**src/rtl/ser20_pkg.sv**
```systemverilog
package ser20_pkg;
    typedef enum logic [0:0] {
        ST_IDLE = 1'b0,
        ST_SEND = 1'b1
    } tx_state_e;
endpackage

```
**src/rtl/ser20_gate_fsm.sv**
```systemverilog
module ser20_gate_fsm
    import ser20_pkg::*;
(
    input  logic clk,
    input  logic rst_n,
    input  logic word_stb,
    input  logic tx_en_n,
    input  logic wrap_req,
    input  logic cnt_last,
    output logic load,
    output logic shift_en,
    output logic drive
);
    tx_state_e state, state_nx;
    logic      permit;

    assign permit = !tx_en_n && !wrap_req;

    always_ff @(posedge clk or negedge rst_n) begin
        if (!rst_n) state <= ST_IDLE;
        else        state <= state_nx;
    end

    always_comb begin
        state_nx = state;
        unique case (state)
            ST_IDLE: if (word_stb && permit) state_nx = ST_SEND;   // T_START
            ST_SEND: begin
                if (word_stb) state_nx = permit ? ST_SEND : ST_IDLE; // T_NEXT / T_STOP
                else if (cnt_last) state_nx = ST_IDLE;             // T_DRAIN
            end
            default: state_nx = ST_IDLE;
        endcase
    end

    always_comb begin
        load     = word_stb && permit;
        shift_en = (state == ST_SEND) && !word_stb;
        drive    = (state == ST_SEND);
    end
endmodule

```
**src/rtl/ser20_bitcnt.sv**
```systemverilog
module ser20_bitcnt #(
    parameter int WORD_W = 20
) (
    input  logic clk,
    input  logic rst_n,
    input  logic clr,
    input  logic step,
    output logic last
);
    localparam int CNT_W = $clog2(WORD_W);
    localparam logic [CNT_W-1:0] LAST_V = CNT_W'(WORD_W - 1);

    logic [CNT_W-1:0] cnt;

    always_ff @(posedge clk or negedge rst_n) begin
        if (!rst_n)           cnt <= '0;
        else if (clr)         cnt <= '0;
        else if (step && !last) cnt <= cnt + 1'b1;
    end

    assign last = (cnt == LAST_V);
endmodule

```
**src/rtl/ser20_shift.sv**
```systemverilog
module ser20_shift #(
    parameter int WORD_W = 20
) (
    input  logic              clk,
    input  logic              rst_n,
    input  logic              load,
    input  logic              shift_en,
    input  logic [WORD_W-1:0] din,
    output logic              head
);
    logic [WORD_W-1:0] sr;

    always_ff @(posedge clk or negedge rst_n) begin
        if (!rst_n)        sr <= '1;
        else if (load)     sr <= din;
        else if (shift_en) sr <= {1'b1, sr[WORD_W-1:1]};
    end

    assign head = sr[0];
endmodule

```
**src/rtl/ser20_tx.sv**
```systemverilog
module ser20_tx #(
    parameter int CHAR_W = 10,
    parameter int CHARS  = 2,
    parameter int WORD_W = CHAR_W * CHARS
) (
    input  logic              clk,
    input  logic              rst_n,
    input  logic              word_stb,
    input  logic [WORD_W-1:0] tx_word,
    input  logic              tx_en_n,
    input  logic              wrap_req,
    output logic              ser_p,
    output logic              ser_n
);
    logic load, shift_en, drive, cnt_last, head;

    ser20_gate_fsm u_fsm (
        .clk(clk), .rst_n(rst_n), .word_stb(word_stb), .tx_en_n(tx_en_n),
        .wrap_req(wrap_req), .cnt_last(cnt_last), .load(load),
        .shift_en(shift_en), .drive(drive)
    );

    ser20_bitcnt #(.WORD_W(WORD_W)) u_cnt (
        .clk(clk), .rst_n(rst_n), .clr(word_stb), .step(shift_en), .last(cnt_last)
    );

    ser20_shift #(.WORD_W(WORD_W)) u_sr (
        .clk(clk), .rst_n(rst_n), .load(load), .shift_en(shift_en),
        .din(tx_word), .head(head)
    );

    assign ser_p = drive ? head : 1'b1;
    assign ser_n = ~ser_p;
endmodule

```
**config.mk**
```make
export PLATFORM = sky130hd
export DESIGN_NAME = ser20_tx
export DESIGN_NICKNAME = d
export VERILOG_FILES = /design/src/rtl/ser20_pkg.sv /design/src/rtl/ser20_gate_fsm.sv /design/src/rtl/ser20_bitcnt.sv /design/src/rtl/ser20_shift.sv /design/src/rtl/ser20_tx.sv
export SDC_FILE = /design/constraint.sdc
export NUM_CORES = 1
export LEC_CHECK = 0
export BUFFER_PORTS_ARGS = -buffer_cell sky130_fd_sc_hd__buf_2
export CORE_MARGIN = 2
export CORE_UTILIZATION = 35
export DETAILED_ROUTE_END_ITERATION = 7
export PLACE_DENSITY = 0.64
export SYNTH_ARGS = -nofsm -noshare
export SYNTH_HDL_FRONTEND = slang
export SYNTH_HIERARCHICAL = 1
export SYNTH_SLANG_ARGS = --single-unit
```
**constraint.sdc**
```tcl
create_clock -name clk -period 2 [get_ports clk]
set_clock_uncertainty 0.05 [all_clocks]
set_input_delay 0.4 -clock clk [delete_from_list [all_inputs] [get_ports clk]]
set_output_delay 0.4 -clock clk [all_outputs]
set_load 0.1 [all_outputs]
```
==> reports/metrics.cfg, run 1 <==
[sta]
finalSetupViolations=0
min_period_ns=1.859
relSlewSlack_pct=62.54
hold_ws_ns=-0.007594
setup-tns-final_ns=0
slew_viol_final=0
max_freq_mhz=537.8
tightest_slew_ns=0.5619
finalHoldViolCount=5
post-route-period-util_pct=92.97
rsz0062_at_grt=false

[floorplanning]
ios=27
die_area_um2=4161
rows=21
initial_utilization_pct=37.51
coreArea_um2=3416
die_h_um=64.51
fp.dieW_um=64.51

[global_route]
grt_max_degree=42
antenna_found_initial=0
grt_pass1_vias=862
grt_usage_pct=11.88
grt_pass1_wl_um=3801
overflow=0

[pwr]
peakVddDrop_mv=0.4261
p_per_area_nw_per_um2=848.9
power.total_w=0.001272
seqPwrFrac_pct=60.0
intPower_w=0.0009264
swShare_pct=27.20
clkPwrFrac_pct=20.9
p_switching_w=0.0003460
p_comb_share_pct=19.1
p_leak_nw=0.5966

[status]
violations=negative hold slack
status=finished with violations

[clock_tree]
clk_pin_slew_worst_paths_ns=0.13
cts-resized-gates=0
h-tree-depth=1
cts_root_buffer=clkbuf_4
cts_buffer_depth=2
clock-sinks=26
cts_buffers=3
post_cts_buffers=0
ctsHoldBuffers=0
tritoncts=yes
clkLatencyLatePin_ns=0.32

[setup_path]
critPathMaxFanout=3
path_class=reg -> out
cp-end-kind=primary output
crit_required_ns=1.55
worst_ep_arrival_time_ns=1.41
worstSetupStartpointType=register

[route]
ant_nets=0
drt-vias-per-instance=4.647
post-route-drc-count=0
vias=883
drtIter0Drc=35
routedWlPerCell_um=11.40
wirelength_um=2166
drt-pass1-iter-count=4

[placement]
postPlaceCellArea_um2=1463
place_congestion=0.7770
portBuffers=26
dp_hpwl_um=1574

[logic_synthesis]
ys_warn_count=6
yosysSeqAreaShare_pct=52.73
netlist_area_um2=1281
ys_ff_latch=26
ys.flop_type=dfstp_2
syn_nets=143
syn_avg_cell_area_um2=10.95
synthArstFlopShare_pct=100.0
synth_edf_count=0
ys_types=24
syn_inst=117

[layout]
fin_nets=171
syn_to_final_growth_pct=16.99
final_core_util_pct=43.88
final-seq-area_um2=675.6
drive_gt1_share_pct=41.67
multi_input_area_um2=573.1
fillers=364
finalInstanceArea_um2=1499
diodes=0

[hold_path]
hold_class=in -> async

[run]
maxCapViolations=0

-- layout make-up --
class / instances / share of cell area [%]
Inverter: 1 / 0.2504
Tap cell: 46 / 3.840
Sequential cell: 26 / 45.08
Multi-Input combinational cell: 84 / 38.23
Timing Repair Buffer: 29 / 10.18
Clock buffer: 4 / 2.421
-- per-stage QoR --
stage          hold WS, ns  worst slack, ns  cells
6_report         -0.007594           0.1405    190
5_1_grt           0.005804          0.08267    190
4_1_cts           0.003636           0.1241    190
3_5_place_dp        0.3746           0.4658    186
3_3_place_gp        0.3700           0.4942    186
2_1_floorplan      0.05441           0.2622    117
-- per-layer routing --
| metal | global-route usage [%] | vias to the layer above | share of wire, % |
|---|---|---|---|
| li1 | - | 451 | - |
| met1 | 15.08 | 403 | 44 |
| met2 | 18.49 | 24 | 48 |
| met3 | 3.125 | 5 | 5.4 |
| met4 | 6.383 | 0 | 2.3 |
| met5 | 0 | - | 0 |
-- kinds of logic (layout without fill, tap and decap cells) --
| kind of cell | after synthesis | in the layout | synth area share [%] |
|---|---|---|---|
| AOI/OAI and AO/OA | 22 | 22 | 9.082 |
| xor gates and xnor gates | 2 | 2 | 1.367 |
| adders and majority gates | 1 | 1 | 0.9764 |
| buffers and inverters | 7 | 34 | 3.418 |
| DFF | 26 | 26 | 52.73 |
| muxes | 21 | 21 | 16.80 |
| and+or+nand+nor | 38 | 38 | 15.62 |
-- final timing paths --
| kind | startpoint | end | slack (ns) | depth (start not counted) |
|---|---|---|---|---|
| max reg2reg | u_cnt/cnt[0] | u_cnt/cnt[0] | 0.51 | 4 |
| min reg2reg | u_sr/sr[19] | u_sr/sr[19] | 0.49 | 2 |
| max | u_sr/sr[0] | ser_p | 0.14 | 2 |
| min in group clk | tx_word[18] | u_sr/sr[18] | 0.21 | 3 |
| max in group asynchronous | rst_n | u_sr/sr[9] | 1.53 | 1 |
| min | rst_n | u_cnt/cnt[3] | -0.008 | 1 |
-- layout by cell type, fill, tap and decap left out, types with 2 or more instances in the layout --
cell type,synthesis,routed
mux2i_1,20,20
dfrtp_1,6,6
buf_4,0,3
nand2b_1,3,3
o21ai_1,18,18
nor2_1,4,4
nand2_1,22,22
clkbuf_4,0,3
xor2_1,2,2
nand4_1,2,2
dfstp_2,20,20
buf_2,2,26
nor2b_2,1,3
-- registers in the layout (all words and copies together) (netlist names) --
| name | flops |
|---|---|
| u_sr/sr | 20 |
| u_cnt/cnt | 5 |
| u_fsm/drive | 1 |
-- cell usage after synthesis, types with 2 or more instances --
cell      number  area [um2]
buf_2          2       10.01
buf_6          2       22.52
clkbuf_1       2       7.510
dfrtp_1        6       150.1
dfstp_2       20       525.5
mux2i_1       20       200.2
nand2_1       22       82.58
nand2b_1       3       18.77
nand4_1        2       12.51
nor2_1         4       15.01
nor2b_1        3       18.77
o21ai_1       18       90.09
xor2_1         2       17.52
-- critical path, cell delays in order, from the launching register on --
cell,delay [ns]
dfstp_2,0.57
nand2b_1,0.09
buf_2,0.42
-- power by group through the flow --
stage	combinational, W	sequential [W]	clock (W)
2_1_floorplan	0.000190	0.000753	0
3_3_place_gp	0.000241	0.000768	0
3_5_place_dp	0.000249	0.000776	0
4_1_cts	0.000248	0.000767	0.000277
5_1_grt	0.000279	0.000782	0.000305
6_report	0.000243	0.000764	0.000266
(Power assumes the default switching activity.)
==> run 2, diff against run 1 <==
CORE_MARGIN = not set   (was 2)
==> run 2 against run 1 <==
  * The run still ends with negative hold slack left
  * Final cell count is 0.53% lower
  * Register-to-register slack is essentially flat
  * Via count did not move
  * Clock power grew 36%
  * Final area up 0.58%
  * Non-clock buffer count down 1
==> reports/metrics.cfg, run 2 (same netlist as run 1, synthesis figures left out) <==
[pwr]
p_switching_w=0.0003561  ; was 0.0003460 W
p_leak_nw=0.5982  ; was 0.5966 nW
p_per_area_nw_per_um2=910.3  ; was 848.9 nW/um2
swShare_pct=25.95  ; was 27.20%
clkPwrFrac_pct=26.4  ; was 20.9%
p_comb_share_pct=17.9  ; was 19.1%
intPower_w=0.001016  ; was 0.0009264 W
seqPwrFrac_pct=55.7  ; was 60.0%
peakVddDrop_mv=0.4595  ; was 0.4261 mV

[clock_tree]
h-tree-depth=1  ; unchanged
cts_buffer_depth=2  ; unchanged
clock-sinks=26  ; unchanged
cts_buffers=3  ; unchanged
tritoncts=yes  ; unchanged
cts-resized-gates=0  ; unchanged
cts_root_buffer=clkbuf_4  ; unchanged
ctsHoldBuffers=0  ; unchanged
clk_pin_slew_worst_paths_ns=0.15  ; was 0.13 ns
post_cts_buffers=0  ; unchanged
clkLatencyLatePin_ns=0.32  ; about the same

[global_route]
overflow=0  ; unchanged
grt_pass1_vias=873  ; was 862
antenna_found_initial=0  ; unchanged
grt_usage_pct=12.34  ; was 11.88%
grt_pass1_wl_um=3767  ; was 3801 um
grt_max_degree=42  ; unchanged

[setup_path]
worstSetupStartpointType=register  ; unchanged
path_class=reg -> out  ; unchanged
ff2ff_path_depth=4  ; unchanged
cpPeakStageDelay_ns=0.58  ; was 0.57 ns
cp-end-kind=primary output  ; unchanged
r2r_start=u_cnt/cnt[0]  ; unchanged
path_buf_inv=1  ; unchanged
rrSetupSlack_ns=0.51  ; about the same
crit_start=u_sr/sr[0]  ; unchanged
worst_ep_arrival_time_ns=1.41  ; about the same
worstPathCellList=nand2b_1 -> buf_2  ; unchanged
r2r_end=u_cnt/cnt[0]  ; unchanged
crit_family=flip-flops  ; unchanged
cp_slowest_cell=dfstp_2  ; unchanged
crit_required_ns=1.55  ; about the same
critPathMaxFanout=3  ; unchanged

[sta]
relSlewSlack_pct=62.31  ; was 62.54%
max_freq_mhz=536.4  ; was 537.8 MHz
finalHoldViolCount=2  ; was 5
post-route-period-util_pct=93.22  ; was 92.97%
finalSetupViolations=0  ; unchanged
tightest_slew_ns=0.5654  ; was 0.5619 ns
rsz0062_at_grt=false  ; unchanged
hold_ws_ns=-0.004997  ; was -0.007594 ns
setup-tns-final_ns=0  ; unchanged
min_period_ns=1.864  ; was 1.859 ns
slew_viol_final=0  ; unchanged

[layout]
regMostFlops=u_sr/sr  ; unchanged
syn_to_final_growth_pct=17.68  ; was 16.99%
fin_nets=170  ; was 171
layout_common_cells=buf_2 (26), nand2_1 (22), mux2i_1 (20), dfstp_2 (20), o21ai_1 (18)  ; unchanged
drive_gt1_share_pct=41.26  ; was 41.67%
instances_no_fill=189  ; was 190
final_common_cell=buf_2  ; unchanged
diodes=0  ; unchanged
largest_reg_flops=20  ; unchanged

[route]
post-route-drc-count=0  ; unchanged
drt-vias-per-instance=4.672  ; was 4.647
ant_nets=0  ; unchanged
wirelength_um=2184  ; was 2166 um
drtIter0Drc=35  ; unchanged
vias=883  ; unchanged
routedWlPerCell_um=11.56  ; was 11.40 um
drt-pass1-iter-count=3  ; was 4

[floorplanning]
ios=27  ; unchanged
fp.dieW_um=62.51  ; was 64.51 um
die_h_um=62.51  ; was 64.51 um
coreArea_um2=3416  ; unchanged
die_area_um2=3907  ; was 4161 um2
initial_utilization_pct=37.51  ; unchanged
rows=21  ; unchanged

[placement]
portBuffers=26  ; unchanged
dp_cells=185  ; was 186
place_congestion=0.6973  ; was 0.7770
dp_hpwl_um=1549  ; was 1574 um

[run]
maxCapViolations=0  ; unchanged

[status]
status=finished with violations  ; unchanged
violations=negative hold slack  ; unchanged

[hold_path]
hold_class=in -> async  ; unchanged

## run 2: power groups by stage
stage / logic (W) / clock network (W) / registers [W]
floorplan: 0.000190 / 0 / 0.000753
detailed placement: 0.000251 / 0 / 0.000774
finish: 0.000245 / 0.000363 / 0.000765
global placement: 0.000240 / 0 / 0.000768
CTS: 0.000250 / 0.000376 / 0.000766
global route: 0.000276 / 0.000396 / 0.000779
## run 2: layout make-up
cell class | count | area, um2
fill | 353 | 1908
sequential | 26 | 675.6
multi-input combinational | 84 | 573.1
timing repair buffer | 28 | 145.1
tap | 46 | 57.56
clock inverter | 1 | 30.03
clock buffer | 3 | 22.52
inverter | 1 | 3.754
## run 2: routing by layer
metal  vias up  track usage (%)  part of all wire (%)
met4         0            6.105                  0.82
met1       418            15.21                    46
met3         2            2.920                   3.8
met5         -                0                     0
li1        448                -                     -
met2        15            20.11                    50
## run 2: metrics by stage
stage          instance area (um2)  utilization (%)  power [W]  worst slack (ns)  hold WS, ns
4_1_cts                       1508            44.14   0.001392            0.1192     0.009844
3_5_place_dp                  1455            42.60   0.001025            0.3907       0.3871
2_1_floorplan                 1284                -  0.0009429            0.2622      0.05441
5_1_grt                       1508            44.14   0.001451           0.07819      0.01317
3_3_place_gp                  1455            42.60   0.001008            0.4702       0.3697
6_report                      1508            44.14   0.001373            0.1357    -0.004997
## run 2: worst register-to-register path, cell delays in order, from the launching register on
cell	delay [ns]
dfrtp_1	0.44
ha_1	0.25
nor4bb_4	0.17
nor2b_2	0.18
mux2_4	0.31
## run 2: how the worst max path moves through the flow
| stage | endpoint | slack [ns] | cells after the start |
|---|---|---|---|
| floorplan | ser_p | 0.26 | 1 |
| global placement | u_sr/sr[16] | 0.47 | 5 |
| detailed placement | u_sr/sr[16] | 0.39 | 5 |
| CTS | ser_p | 0.12 | 2 |
| global route | ser_p | 0.08 | 2 |
| finish | ser_p | 0.14 | 2 |
==> run 3, diff against run 2 <==
CELL_PAD_IN_SITES_DETAIL_PLACEMENT = 0   (was not set)
CELL_PAD_IN_SITES_GLOBAL_PLACEMENT = 2   (was not set)
CORE_UTILIZATION = 34   (was 35)
PLACE_DENSITY = 0.87   (was 0.64)
==> run 3 against run 2 <==
  * The flow now finishes without violations
  * Critical path type unchanged
  * First-iteration DRC count is 43% lower
  * Utilization shrank 0.67 points
  * Via count grew 0.34%
  * Critical path depth unchanged
  * Routed wire length shrank 0.55%
  * Hold slack better by 0.075 ns
  * Sequential share of layout area stayed put
  * Global-route usage rose by 0.21 points
  * Combinational power about the same
  * Worst setup slack better by 0.094 ns
==> reports/metrics.cfg, run 3 (same netlist as run 1, synthesis figures left out) <==
[layout]
diodes=0  ; unchanged
largest_reg_flops=20  ; unchanged
regMostFlops=u_sr/sr  ; unchanged
syn_to_final_growth_pct=17.68  ; unchanged
drive_gt1_share_pct=40.97  ; was 41.26%
layout_common_cells=buf_2 (26), nand2_1 (22), mux2i_1 (20), dfstp_2 (20), o21ai_1 (18)  ; unchanged
final_core_util_pct=43.47  ; was 44.14%
fillers=348  ; was 353
fin_nets=171  ; was 170
final_common_cell=buf_2  ; unchanged

[route]
drt-pass1-iter-count=2  ; was 3
post-route-drc-count=0  ; unchanged
drtIter0Drc=20  ; was 35
ant_nets=0  ; unchanged
wirelength_um=2172  ; was 2184 um
drt-vias-per-instance=4.663  ; was 4.672
vias=886  ; was 883
routedWlPerCell_um=11.43  ; was 11.56 um

[sta]
relSlewSlack_pct=61.69  ; was 62.31%
setup_slack_ns=0.2292  ; was 0.1357 ns
setup-tns-final_ns=0  ; unchanged
post-route-period-util_pct=88.54  ; was 93.22%
finalHoldViolCount=0  ; was 2
hold_ws_ns=0.07042  ; was -0.004997 ns
finalSetupViolations=0  ; unchanged
rsz0062_at_grt=false  ; unchanged
tightest_slew_ns=0.5746  ; was 0.5654 ns
min_period_ns=1.771  ; was 1.864 ns
max_freq_mhz=564.7  ; was 536.4 MHz
slew_viol_final=0  ; unchanged

[setup_path]
ff2ff_path_depth=4  ; unchanged
path_depth=2  ; unchanged
endpoint=ser_p  ; unchanged
worstPathCellList=nand2b_1 -> buf_2  ; unchanged
r2r_start=u_cnt/cnt[0]  ; unchanged
cp_slowest_cell=dfstp_2  ; unchanged
crit_family=flip-flops  ; unchanged
crit_required_ns=1.55  ; about the same
rrSetupSlack_ns=0.49  ; was 0.51 ns
cp-end-kind=primary output  ; unchanged
r2r_end=u_cnt/cnt[0]  ; unchanged
path_class=reg -> out  ; unchanged
crit_start=u_sr/sr[0]  ; unchanged
path_buf_inv=1  ; unchanged
worst_ep_arrival_time_ns=1.32  ; was 1.41 ns
cpPeakStageDelay_ns=0.55  ; was 0.58 ns
critPathMaxFanout=3  ; unchanged
worstSetupStartpointType=register  ; unchanged

[pwr]
intPower_w=0.0009574  ; was 0.001016 W
swShare_pct=26.32  ; was 25.95%
seqPwrFrac_pct=58.6  ; was 55.7%
clkPwrFrac_pct=22.5  ; was 26.4%
p_comb_share_pct=18.8  ; was 17.9%
p_per_area_nw_per_um2=861.9  ; was 910.3 nW/um2
p_switching_w=0.0003421  ; was 0.0003561 W
power.total_w=0.001300  ; was 0.001373 W
p_leak_nw=0.5983  ; was 0.5982 nW
peakVddDrop_mv=0.3328  ; was 0.4595 mV

[placement]
portBuffers=26  ; unchanged
place_congestion=0.7593  ; was 0.6973
place_ws_ns=0.4122  ; was 0.3907 ns
dp_hpwl_um=1547  ; was 1549 um

[floorplanning]
initial_utilization_pct=36.94  ; was 37.51%
die_area_um2=4018  ; was 3907 um2
coreArea_um2=3468  ; was 3416 um2
rows=21  ; unchanged
fp.dieW_um=63.39  ; was 62.51 um
die_h_um=63.39  ; was 62.51 um
ios=27  ; unchanged

[clock_tree]
clk_pin_slew_worst_paths_ns=0.08  ; was 0.15 ns
h-tree-depth=1  ; unchanged
post_cts_buffers=0  ; unchanged
ctsHoldBuffers=0  ; unchanged
cts_buffers=3  ; unchanged
cts-resized-gates=0  ; unchanged
tritoncts=yes  ; unchanged
cts_buffer_depth=2  ; unchanged
clock-sinks=26  ; unchanged
clkLatencyLatePin_ns=0.26  ; was 0.32 ns
cts_root_buffer=clkbuf_8  ; was clkbuf_4

[global_route]
grt_pass1_wl_um=3953  ; was 3767 um
overflow=0  ; unchanged
grt_pass1_vias=888  ; was 873
antenna_found_initial=0  ; unchanged
grt_usage_pct=12.55  ; was 12.34%
grt_max_degree=42  ; unchanged

[status]
status=completed  ; was finished with violations

[hold_path]
hold_class=in -> async  ; unchanged

[run]
maxCapViolations=0  ; unchanged

==> run 3: cell types whose count changed in the layout (fill, tap and decap cells not counted), sizes merged <==
cell,change
buf,+1
bufinv,-1
clkbuf,+1
==> run 3: layout make-up <==
cell class              count  area, um2  area share (%)
clock buffers               4      45.04           2.988
inverters                   1      3.754          0.2490
multi-input cells          84      573.1           38.01
flip-flops and latches     26      675.6           44.81
well taps                  46      57.56           3.817
repair buffers             29      152.6           10.12
==> run 3: worst min path at each step <==
stage,startpoint,to,depth (start not counted)
finish,rst_n,u_cnt/cnt[0],1
floorplan,rst_n,u_cnt/cnt[0],0
global route,rst_n,u_cnt/cnt[0],1
detailed placement,rst_n,u_cnt/cnt[0],1
CTS,rst_n,u_cnt/cnt[0],1
global placement,rst_n,u_cnt/cnt[0],1
==> run 3: per-layer routing <==
metal  share of wire (%)  wire length [um]  vias to the layer above  track usage (%)
met2                  48              1043                       19            21.68
met1                  46              1003                      408            14.69
li1                    -                 -                      455                -
met4                 1.9                41                        0            5.966
met5                   0                 0                        -                0
met3                 3.8                82                        4            2.536
==> run 3: per-stage QoR <==
stage / std cells / instance area (um2)
floorplan: 117 / 1284
global placement: 186 / 1463
detailed placement: 186 / 1463
CTS: 190 / 1508
global route: 190 / 1508
finish: 190 / 1508
==> run 3: power groups by stage <==
stage,Sequential [W],Clock [W],Combinational (W)
finish,0.000762,0.000293,0.000245
global route,0.000783,0.000334,0.000278
CTS,0.000765,0.000312,0.000251
detailed placement,0.000773,0,0.000252
global placement,0.000768,0,0.000243
floorplan,0.000753,0,0.000190
